`config.mk`:
```
export PLATFORM = sky130hd
export DESIGN_NAME = hitguard_icache
export DESIGN_NICKNAME = d
export VERILOG_FILES = /design/src/rtl/hitguard_pkg.sv /design/src/rtl/hitguard_store.sv /design/src/rtl/hitguard_links.sv /design/src/rtl/hitguard_icache.sv
export SDC_FILE = /design/constraint.sdc
export NUM_CORES = 2
export LEC_CHECK = 0
export BUFFER_PORTS_ARGS = -buffer_cell sky130_fd_sc_hd__buf_2
export CAP_MARGIN = 5
export CORE_MARGIN = 1
export CORE_UTILIZATION = 45
export DETAILED_ROUTE_END_ITERATION = 7
export GPL_ROUTABILITY_DRIVEN = 0
export PLACE_DENSITY = 0.62
export SYNTH_ARGS = -nofsm -noshare
export SYNTH_HDL_FRONTEND = slang
export SYNTH_HIERARCHICAL = 1
export SYNTH_SLANG_ARGS = --single-unit
```
`constraint.sdc`:
```
create_clock -name clk_i -period 15.6 [get_ports clk_i]
set_clock_uncertainty 0.05 [all_clocks]
set_input_delay 0.78 -clock clk_i [delete_from_list [all_inputs] [get_ports clk_i]]
set_output_delay 0.78 -clock clk_i [all_outputs]
set_load 0.005 [all_outputs]
```
`src/rtl/hitguard_pkg.sv`:
```
package hitguard_pkg;
  typedef enum logic {
    SRC_L1     = 1'b0,
    SRC_FILTER = 1'b1
  } fetch_src_e;
endpackage

```
`src/rtl/hitguard_store.sv`:
```
module hitguard_store #(
  parameter int unsigned LINES  = 16,
  parameter int unsigned WORDS  = 4,
  parameter int unsigned ID_W   = 6,
  parameter int unsigned DATA_W = 32,
  localparam int unsigned IDX_W = $clog2(LINES),
  localparam int unsigned OFF_W = $clog2(WORDS)
) (
  input  logic                          clk_i,
  input  logic                          rst_ni,
  input  logic [IDX_W-1:0]              idx_i,
  input  logic [OFF_W-1:0]              off_i,
  input  logic [ID_W-1:0]               tag_i,
  input  logic                          we_i,
  input  logic [WORDS-1:0][DATA_W-1:0]  line_i,
  output logic [DATA_W-1:0]             word_o,
  output logic                          resident_o
);
  logic [WORDS-1:0][DATA_W-1:0] data_q [LINES];
  logic [ID_W-1:0]              id_q   [LINES];
  logic [LINES-1:0]             vld_q, vld_n;

  always_comb begin
    vld_n = vld_q;
    if (we_i) vld_n[idx_i] = 1'b1;
  end

  always_ff @(posedge clk_i or negedge rst_ni) begin
    if (!rst_ni) vld_q <= '0;
    else if (we_i) vld_q <= vld_n;
  end

  always_ff @(posedge clk_i) begin
    if (we_i) begin
      data_q[idx_i] <= line_i;
      id_q[idx_i]   <= tag_i;
    end
  end

  assign word_o     = data_q[idx_i][off_i];
  assign resident_o = vld_q[idx_i] && (id_q[idx_i] == tag_i);

  // a written line is valid and carries the new identifier next cycle
  p_fill_lands_r7: assert property (@(posedge clk_i) disable iff (!rst_ni)
    we_i |=> (vld_q[$past(idx_i)] && (id_q[$past(idx_i)] == $past(tag_i))));
endmodule

```
`src/rtl/hitguard_links.sv`:
```
module hitguard_links #(
  parameter int unsigned LINES = 16,
  parameter int unsigned WORDS = 4,
  localparam int unsigned IDX_W = $clog2(LINES),
  localparam int unsigned OFF_W = $clog2(WORDS)
) (
  input  logic             clk_i,
  input  logic             rst_ni,
  input  logic             refill_i,
  input  logic [IDX_W-1:0] idx_i,
  input  logic             link_seq_i,
  input  logic             link_tgt_i,
  input  logic [IDX_W-1:0] last_line_i,
  input  logic [OFF_W-1:0] last_off_i,
  input  logic [OFF_W-1:0] cur_off_i,
  output logic             nt_cur_o,
  output logic             ns_cur_o
);
  logic [LINES-1:0] ns_q, ns_n;
  logic [WORDS-1:0] nt_q [LINES];
  logic [WORDS-1:0] nt_n [LINES];
  logic [LINES-1:0] src_q [LINES];
  logic [LINES-1:0] src_n [LINES];
  logic             upd;

  assign upd = refill_i || link_seq_i || link_tgt_i;

  always_comb begin
    ns_n  = ns_q;
    nt_n  = nt_q;
    src_n = src_q;
    if (refill_i) begin
      ns_n[idx_i]                 = 1'b0;
      ns_n[IDX_W'(idx_i - 1'b1)]  = 1'b0;
      nt_n[idx_i]                 = '0;
      for (int l = 0; l < LINES; l++) begin
        if (src_q[idx_i][l]) nt_n[l] = '0;
      end
      src_n[idx_i] = '0;
    end
    if (link_seq_i) ns_n[last_line_i] = 1'b1;
    if (link_tgt_i) begin
      nt_n[last_line_i][last_off_i] = 1'b1;
      src_n[idx_i][last_line_i]     = 1'b1;
    end
  end

  always_ff @(posedge clk_i or negedge rst_ni) begin
    if (!rst_ni) begin
      ns_q <= '0;
      for (int l = 0; l < LINES; l++) begin
        nt_q[l]  <= '0;
        src_q[l] <= '0;
      end
    end else if (upd) begin
      ns_q  <= ns_n;
      nt_q  <= nt_n;
      src_q <= src_n;
    end
  end

  assign nt_cur_o = nt_n[idx_i][cur_off_i];
  assign ns_cur_o = ns_n[idx_i];

  // a replaced line keeps no sequential or target link of its own
  p_own_links_cleared_r9: assert property (@(posedge clk_i) disable iff (!rst_ni)
    refill_i |=> (!ns_q[$past(idx_i)] && (nt_q[$past(idx_i)] == '0)));

  // a learned target link is recorded in the target line's source vector
  p_tgt_logged_r5: assert property (@(posedge clk_i) disable iff (!rst_ni)
    link_tgt_i |=> (nt_q[$past(last_line_i)][$past(last_off_i)] &&
                    src_q[$past(idx_i)][$past(last_line_i)]));
endmodule

```
`src/rtl/hitguard_icache.sv`:
```
module hitguard_icache
  import hitguard_pkg::*;
#(
  parameter int unsigned LINES  = 16,
  parameter int unsigned WORDS  = 4,
  parameter int unsigned ID_W   = 6,
  parameter int unsigned DATA_W = 32,
  localparam int unsigned IDX_W = $clog2(LINES),
  localparam int unsigned OFF_W = $clog2(WORDS),
  localparam int unsigned PC_W  = ID_W + IDX_W + OFF_W
) (
  input  logic                    clk_i,
  input  logic                    rst_ni,
  input  logic                    fetch_valid_i,
  input  logic [PC_W-1:0]         fetch_pc_i,
  input  logic                    fetch_taken_i,
  input  logic [WORDS*DATA_W-1:0] l1_line_i,
  output logic [DATA_W-1:0]       instr_o,
  output logic                    hit_o,
  output logic                    l1_rd_o,
  output logic                    fill_o
);
  logic [1:0] rst_sync_q;
  logic       rst_n;

  always_ff @(posedge clk_i or negedge rst_ni) begin
    if (!rst_ni) rst_sync_q <= '0;
    else         rst_sync_q <= {rst_sync_q[0], 1'b1};
  end
  assign rst_n = rst_sync_q[1];

  logic [OFF_W-1:0] off;
  logic [IDX_W-1:0] idx;
  logic [ID_W-1:0]  tag;
  assign off = fetch_pc_i[OFF_W-1:0];
  assign idx = fetch_pc_i[OFF_W +: IDX_W];
  assign tag = fetch_pc_i[PC_W-1 -: ID_W];

  fetch_src_e       src_q, src_n;
  logic             have_last_q, have_last_n;
  logic [IDX_W-1:0] last_line_q, last_line_n;
  logic [OFF_W-1:0] last_off_q, last_off_n;
  logic             last_tk_q, last_tk_n;

  logic guar, nonguar, resident, refill, link_ok, link_tgt, link_seq;
  logic nt_cur, ns_cur;
  logic [DATA_W-1:0] local_word;

  assign guar     = fetch_valid_i && (src_q == SRC_FILTER);
  assign nonguar  = fetch_valid_i && (src_q == SRC_L1);
  assign refill   = nonguar && !resident;
  assign link_ok  = have_last_q && !(refill && (last_line_q == idx));
  assign link_tgt = nonguar && link_ok && last_tk_q;
  assign link_seq = nonguar && link_ok && !last_tk_q &&
                    (last_off_q == OFF_W'(WORDS-1)) &&
                    (idx == IDX_W'(last_line_q + 1'b1));

  hitguard_store #(.LINES(LINES), .WORDS(WORDS), .ID_W(ID_W), .DATA_W(DATA_W)) u_store (
    .clk_i      (clk_i),
    .rst_ni     (rst_n),
    .idx_i      (idx),
    .off_i      (off),
    .tag_i      (tag),
    .we_i       (refill),
    .line_i     (l1_line_i),
    .word_o     (local_word),
    .resident_o (resident)
  );

  hitguard_links #(.LINES(LINES), .WORDS(WORDS)) u_links (
    .clk_i       (clk_i),
    .rst_ni      (rst_n),
    .refill_i    (refill),
    .idx_i       (idx),
    .link_seq_i  (link_seq),
    .link_tgt_i  (link_tgt),
    .last_line_i (last_line_q),
    .last_off_i  (last_off_q),
    .cur_off_i   (off),
    .nt_cur_o    (nt_cur),
    .ns_cur_o    (ns_cur)
  );

  always_comb begin
    have_last_n = 1'b1;
    last_line_n = idx;
    last_off_n  = off;
    last_tk_n   = fetch_taken_i;
    if (fetch_taken_i)                  src_n = nt_cur ? SRC_FILTER : SRC_L1;
    else if (off != OFF_W'(WORDS-1))    src_n = SRC_FILTER;
    else                                src_n = ns_cur ? SRC_FILTER : SRC_L1;
  end

  always_ff @(posedge clk_i or negedge rst_n) begin
    if (!rst_n) begin
      src_q       <= SRC_L1;
      have_last_q <= 1'b0;
      last_line_q <= '0;
      last_off_q  <= '0;
      last_tk_q   <= 1'b0;
    end else if (fetch_valid_i) begin
      src_q       <= src_n;
      have_last_q <= have_last_n;
      last_line_q <= last_line_n;
      last_off_q  <= last_off_n;
      last_tk_q   <= last_tk_n;
    end
  end

  assign instr_o = guar ? local_word : l1_line_i[off*DATA_W +: DATA_W];
  assign hit_o   = guar;
  assign l1_rd_o = nonguar;
  assign fill_o  = refill;

  // a guaranteed hit always finds its line valid with the right identifier
  p_hit_resident_r2: assert property (@(posedge clk_i) disable iff (!rst_n)
    guar |-> resident);

  // until the first fetch after reset, the pending decision is the L1
  p_first_fetch_l1_r1: assert property (@(posedge clk_i) disable iff (!rst_n)
    !have_last_q |-> (src_q == SRC_L1));

  // idle cycles keep the pending decision
  p_idle_hold_r10: assert property (@(posedge clk_i) disable iff (!rst_n)
    !fetch_valid_i |=> $stable(src_q));
endmodule

```
# Word level (Yosys, flattened, before mapping)
# Memories as Yosys holds them, arrays and structs flattened.
# Cells that the tools add are included.
[op_classes]
n_addsub = 2
magnitude_cmp = 13
eq_ne = 5
n_shift = 1
mux = 59
bitwise_logic = 15
reduce_logical = 22
[ops]
columns = ["cell", "count"]
rows = [
  ["256-bit two-way mux", 2],
  ["256-bit AND", 1],
  ["256-bit inverter", 1],
  ["256-bit bitwise OR", 1],
  ["16-bit demux with 4-bit select", 2],
  ["64-bit two-way mux", 2],
  ["128-bit by 8-bit variable part select with 32-bit output", 1],
  ["16-bit two-way mux", 6],
  ["4-bit two-way mux", 20],
  ["64-bit AND", 1],
  ["16-bit binary-select mux with 4-bit select", 1],
  ["32-bit binary-select mux with 2-bit select", 1],
  ["32-bit two-way mux", 2],
  ["64-bit inverter", 1],
  ["64-bit bitwise OR", 1],
  ["16-bit AND", 2],
  ["4-bit demux with 4-bit select", 2],
  ["16-bit inverter", 2],
  ["16-bit bitwise OR", 2],
  ["1-bit logical AND", 17],
  ["4-bit binary-select mux with 4-bit select", 1],
  ["4-bit by 5-bit < comparator with 1-bit output (second input constant)", 3],
  ["1-bit two-way mux", 13],
  ["1-bit demux with 4-bit select", 3],
  ["other kinds (18)", 29],
]
[totals]
regBits = 363
ramBits = 2144
input_bits = 144
output_inout_bits = 35
mem_count = 2
[memory_table]
columns = ["name", "words", "word_bits", "rd", "rd_ports_with_merged_regs", "wr", "line", "text"]
rows = [
  ["u_store.data_q", 16, 128, 1, 0, 1, "hitguard_store.sv:19", "logic [WORDS-1:0][DATA_W-1:0] data_q [LINES];"],
  ["u_store.id_q", 16, 6, 1, 0, 1, "hitguard_store.sv:20", "logic [ID_W-1:0] id_q [LINES];"],
]

# Longest topological paths before layout
[depth]
word_depth = 18
depth_mapped = 26

# By module
# The synthesis kept the hierarchy.
[by_module_without_submodules]
columns = ["mod", "instances", "cells_each", "area_per_inst_um2", "seq_area_each_um2"]
rows = [
  ["hitguard_store", 1, 3309, 82167.6, 64782.1],
  ["hitguard_links", 1, 1501, 15265.9, 8057.7],
  ["hitguard_icache", 1, 122, 1841.8, 275.3],
]

# Worst setup path after synthesis
# No wires, ideal clock.
[synth_path]
path_kind = "input to register"
startpoint = "input fetch_pc_i[2]"
endpoint = "register u_store.vld_q[0]"
setup_time_ps = 123
arrival_ps = 13239
slack_ps = 2188
path_stages = 14
cell_sequence = "buf_2 > buf_6 > buf_6 > buf_6 > buf_6 > mux4_2 > mux2i_1 > nor2_1 > a32oi_1 > nor3_1 > nor2b_1 > or3b_2 > nor3_1 > or2_2"
[synth_between]
elab_chain_len = 5
[synth_lines]
columns = ["item", "line", "text"]
rows = [
  ["from (decl)", "hitguard_icache.sv:15", "input logic [PC_W-1:0] fetch_pc_i,"],
  ["memory read 16 x 6 bit / 1-bit binary-select mux with 4-bit select (equally long branches)", "--", ""],
  ["6-bit equality test / 1-bit two-way mux (equally long branches)", "hitguard_store.sv:41", "assign resident_o = vld_q[idx_i] && (id_q[idx_i] == tag_i);"],
  ["1-bit logical AND (*)", "hitguard_store.sv:41", ""],
  ["via resident", "hitguard_icache.sv:45", "logic guar, nonguar, resident, refill, link_ok, link_tgt, link_seq;"],
  ["1-bit logical NOT (*)", "hitguard_icache.sv:51", "assign refill = nonguar && !resident;"],
  ["1-bit logical AND (*)", "hitguard_icache.sv:51", ""],
  ["via fill_o", "hitguard_icache.sv:21", "output logic fill_o"],
  ["to (signal assigned)", "hitguard_store.sv:30", "else if (we_i) vld_q <= vld_n;"],
  ["to (decl)", "hitguard_store.sv:21", "logic [LINES-1:0] vld_q, vld_n;"],
]
# The timed path passes the listed nets; every way through them passes the cells marked *. The select of a mux whose other input is x is not followed.
# A chain may end at the register's enable or synchronous reset.

# Worst setup path after layout
[layout_path]
startpoint = "input fetch_pc_i[3]"
endpoint = "output instr_o[9]"
[layout_between]
elab_chain_len = 4
[layout_lines]
columns = ["item", "line", "text"]
rows = [
  ["memory read 16 x 128 bit", "--", ""],
  ["32-bit binary-select mux with 2-bit select", "hitguard_store.sv:40", "assign word_o = data_q[idx_i][off_i];"],
  ["32-bit two-way mux (not written as such)", "hitguard_store.sv:40", ""],
  ["via local_word[9]", "hitguard_icache.sv:47", "logic [DATA_W-1:0] local_word;"],
  ["32-bit two-way mux", "hitguard_icache.sv:110", "assign instr_o = guar ? local_word : l1_line_i[off*DATA_W +: DATA_W];"],
  ["to (decl)", "hitguard_icache.sv:18", "output logic [DATA_W-1:0] instr_o,"],
]
# The timed path passes the listed nets, and every way through them passes these cells. The select of a mux whose other input is x is not followed.

==> metrics.txt <==
r2r endpoint=u_store/data_q[0][15]; Req. time, crit path=14.77 ns; Worst Path Max Fanout=60; worst-path cell chain=buf_8 -> buf_4 -> buf_4 -> buf_4 -> buf_4 -> buf_4 -> mux4_2 -> mux4_2 -> a22oi_1 -> nand2_1 -> mux2_4 -> buf_2; critical path class=primary input to primary output; Max IR drop VDD=0.000121 V; Worst setup SP type=primary input; CP max stage cell=buf_4; CP Launch Point=fetch_pc_i[3]; via count=52000; Total Power=14.6 mW; Final min period=7.78 ns; Slowest Stage Delay on Critical Path=0.84 ns; port bufs=178; post-synthesis mux area share=17.4%; DP HPWL=146000 um; Setup Fix Bufs, Post-CTS=0; Slew @ Worst Pin=1.21 ns; worst setup path endpoint=instr_o[9]; Remaining DRCs=0; Total Neg Setup Slack=0 ns; CP most frequent cell=buf_4; remaining antenna violation count=0; Routed wire per std cell=32.2 um; post-synth cell types=94; Total GRT Usage=24.0%; Root Buffer=clkbuf_16; largest net degree at the start of global routing=178; Worst-path clk slew=0.06 ns; Core Rows=172; drt via density=6.29; largest family of logic cells by synthesized area=multiplexers; Slew Viols, Final=0; Clock Latency Late Sink=0.93 ns; slack of the worst reg-to-reg path=9.83 ns; fin area=112000 um^2; final hold violation count=0; antenna violations before repair=61; Starting Density=45.2%; Final setup viols=0; Synth Area per Inst=20.1 um^2; leakage=37.2 nW; status=finished clean; global-route wire length before repair=385000 um; Seq/Total Area, Yosys=73.6%; DR pass1 iterations=6; Placed Area=103000 um^2; Area growth syn-to-layout=13.0%; TritonCTS clock tree=done; period utilization=49.9%; Core Area=220000 um^2; CTS buffer count=278; Cells after Synth=4932; Die Span X=472 um; io pins=179; Ys Warns=6; Routed WL=266000 um; max frequency=128 MHz; Fin Hold WS=0.165 ns; share of synthesized registers carrying an async set or reset=14.0%; Mapped Area=99300 um^2; adder-cell share of the synthesized area=0.0126%; crit path DAT=6.95 ns; vias in the first global route=52500; simple-gate share of the synthesized area=3.05%; max_slew headroom=19.0%; post-synthesis compound-gate area fraction=4.08%; die height=472 um; nets=5332; Clock Sinks=2493; power density over cell area=130 nW/um^2; die area=222000 um^2; ys flop type=edfxtp_1; overflow left after global routing=0; count of flip-flops with a built-in enable after synthesis=2144; CTS H-tree lvls=5; worst r2r path cells=12; Reg-to-Reg Start=u_store/id_q[9][0]; 1st-iter DRT viols=6275; Max Cap Violations=0; RSZ-0062 raised after global routing=no; worst min path class=primary input to async pin; CP endpoint kind=primary output; Synth Area in XOR/XNOR=0.124%; layout cells sized above 1=26.9%; Yosys reg bits=2493; Mapped Nets=5077; worst-case clock buffer depth=4
state kept, by name, indices dropped and copies added, names as in the netlist, 2 cells and up:
name	cells
last_line_q	4
u_links/src_q	242
u_links/ns_q	16
u_links/nt_q	64
rst_sync_q	2
u_store/data_q	2048
u_store/vld_q	16
last_off_q	2
u_store/id_q	96
synth_stat cells, drive strengths merged (7+ instances only):
library cell / instances / area [um^2]
a211oi: 42 / 330
a21oi: 51 / 255
a22o: 85 / 744
a22oi: 71 / 533
a31oi: 11 / 68.8
a32o: 16 / 160
and2: 7 / 43.8
and3: 10 / 62.6
buf: 150 / 1010
clkbuf: 155 / 582
dfrtp: 349 / 8730
edfxtp: 2144 / 64400
inv: 11 / 41.3
mux2: 55 / 724
mux2i: 116 / 1160
mux4: 683 / 15400
nand2: 330 / 1240
nand2b: 15 / 93.8
nand3: 49 / 245
nor2: 74 / 285
nor2b: 58 / 363
nor3: 32 / 170
nor4: 11 / 90.1
o21ai: 246 / 1230
o22ai: 27 / 169
or2: 24 / 150
xor2: 8 / 70.1
critical path, delay by kind of cell:
family                 cells  cell delay, ns
multiplexers               3            1.17
AO/OA/AOI/OAI              1            0.39
AND/OR/NAND/NOR            1            0.13
buffers and inverters      7            4.17
cells by family after synthesis:
group | Yosys count
DFF | 2493
xor gates and xnor gates | 14
other | 1
and+or+nand+nor | 643
AOI/OAI and AO/OA | 609
muxes | 854
buffers and inverters | 317
adders and majority gates | 1
how the worst min path moves through the flow:
stage / start / end / slack [ns]
after detailed placement: rst_sync_q[0] / rst_sync_q[1] / 0.29
after global placement: rst_sync_q[0] / rst_sync_q[1] / 0.28
after CTS: rst_ni / rst_sync_q[1] / 0.11
final: rst_ni / rst_sync_q[0] / 0.17
after floorplan: rst_sync_q[0] / rst_sync_q[1] / 0.28
after global routing: rst_ni / rst_sync_q[1] / 0.15
cells in the final DEF, fill, tap and decap left out, types with 51 or more instances in the layout:
cell       count
nor2_1        58
a22oi_1       71
nand2_1      328
buf_2        172
edfxtp_1    2144
nor2b_1       55
mux2i_1      116
clkbuf_16    287
dfrtp_1      348
clkbuf_1      60
buf_4         92
a21oi_1       51
mux4_2       674
a22o_1        85
o21ai_0      244
routing by layer:
layer,GRT usage (%),vias to the layer above,wire length [um]
met5,0,-,154
li1,-,20900,-
met3,4.52,589,21700
met4,7.58,26,8440
met2,37.4,2497,126000
met1,34.3,28000,110000
through the flow:
stage / worst slack [ns] / utilization [%] / instances
floorplan: 2.19 / - / 4932
global placement: 7.68 / 47.0 / 7777
detailed placement: 7.66 / 47.0 / 7777
CTS: 7.74 / 51.1 / 8246
global route: 7.59 / 51.1 / 8255
finish: 7.82 / 51.1 / 8265
power breakdown:
group	total, mW	internal (mW)	leakage, nW	switching [mW]
clock	6.39	3.86	4.29	2.53
sequential	7.38	7.34	24.1	0.0415
combinational	0.843	0.322	8.80	0.521
repair_timing:
| item | 4_1_cts | 5_1_grt |
|---|---|---|
| hold endpoints to repair | 2 | 0 |
| hold buffers | 1 | 0 |
| resized for setup | 0 | 0 |
cell type report:
class                           count  area, um^2
Tap cell                         2871        3590
Clock buffer                      361        7600
Multi-Input combinational cell   2122       24700
Antenna cell                       19        47.5
Timing Repair Buffer              280        1840
Inverter                           12        45.0
Clock inverter                    107        1210
Fill cell                       17300      107000
Sequential cell                  2493       73100
Power figures use the tool's default switching activity.
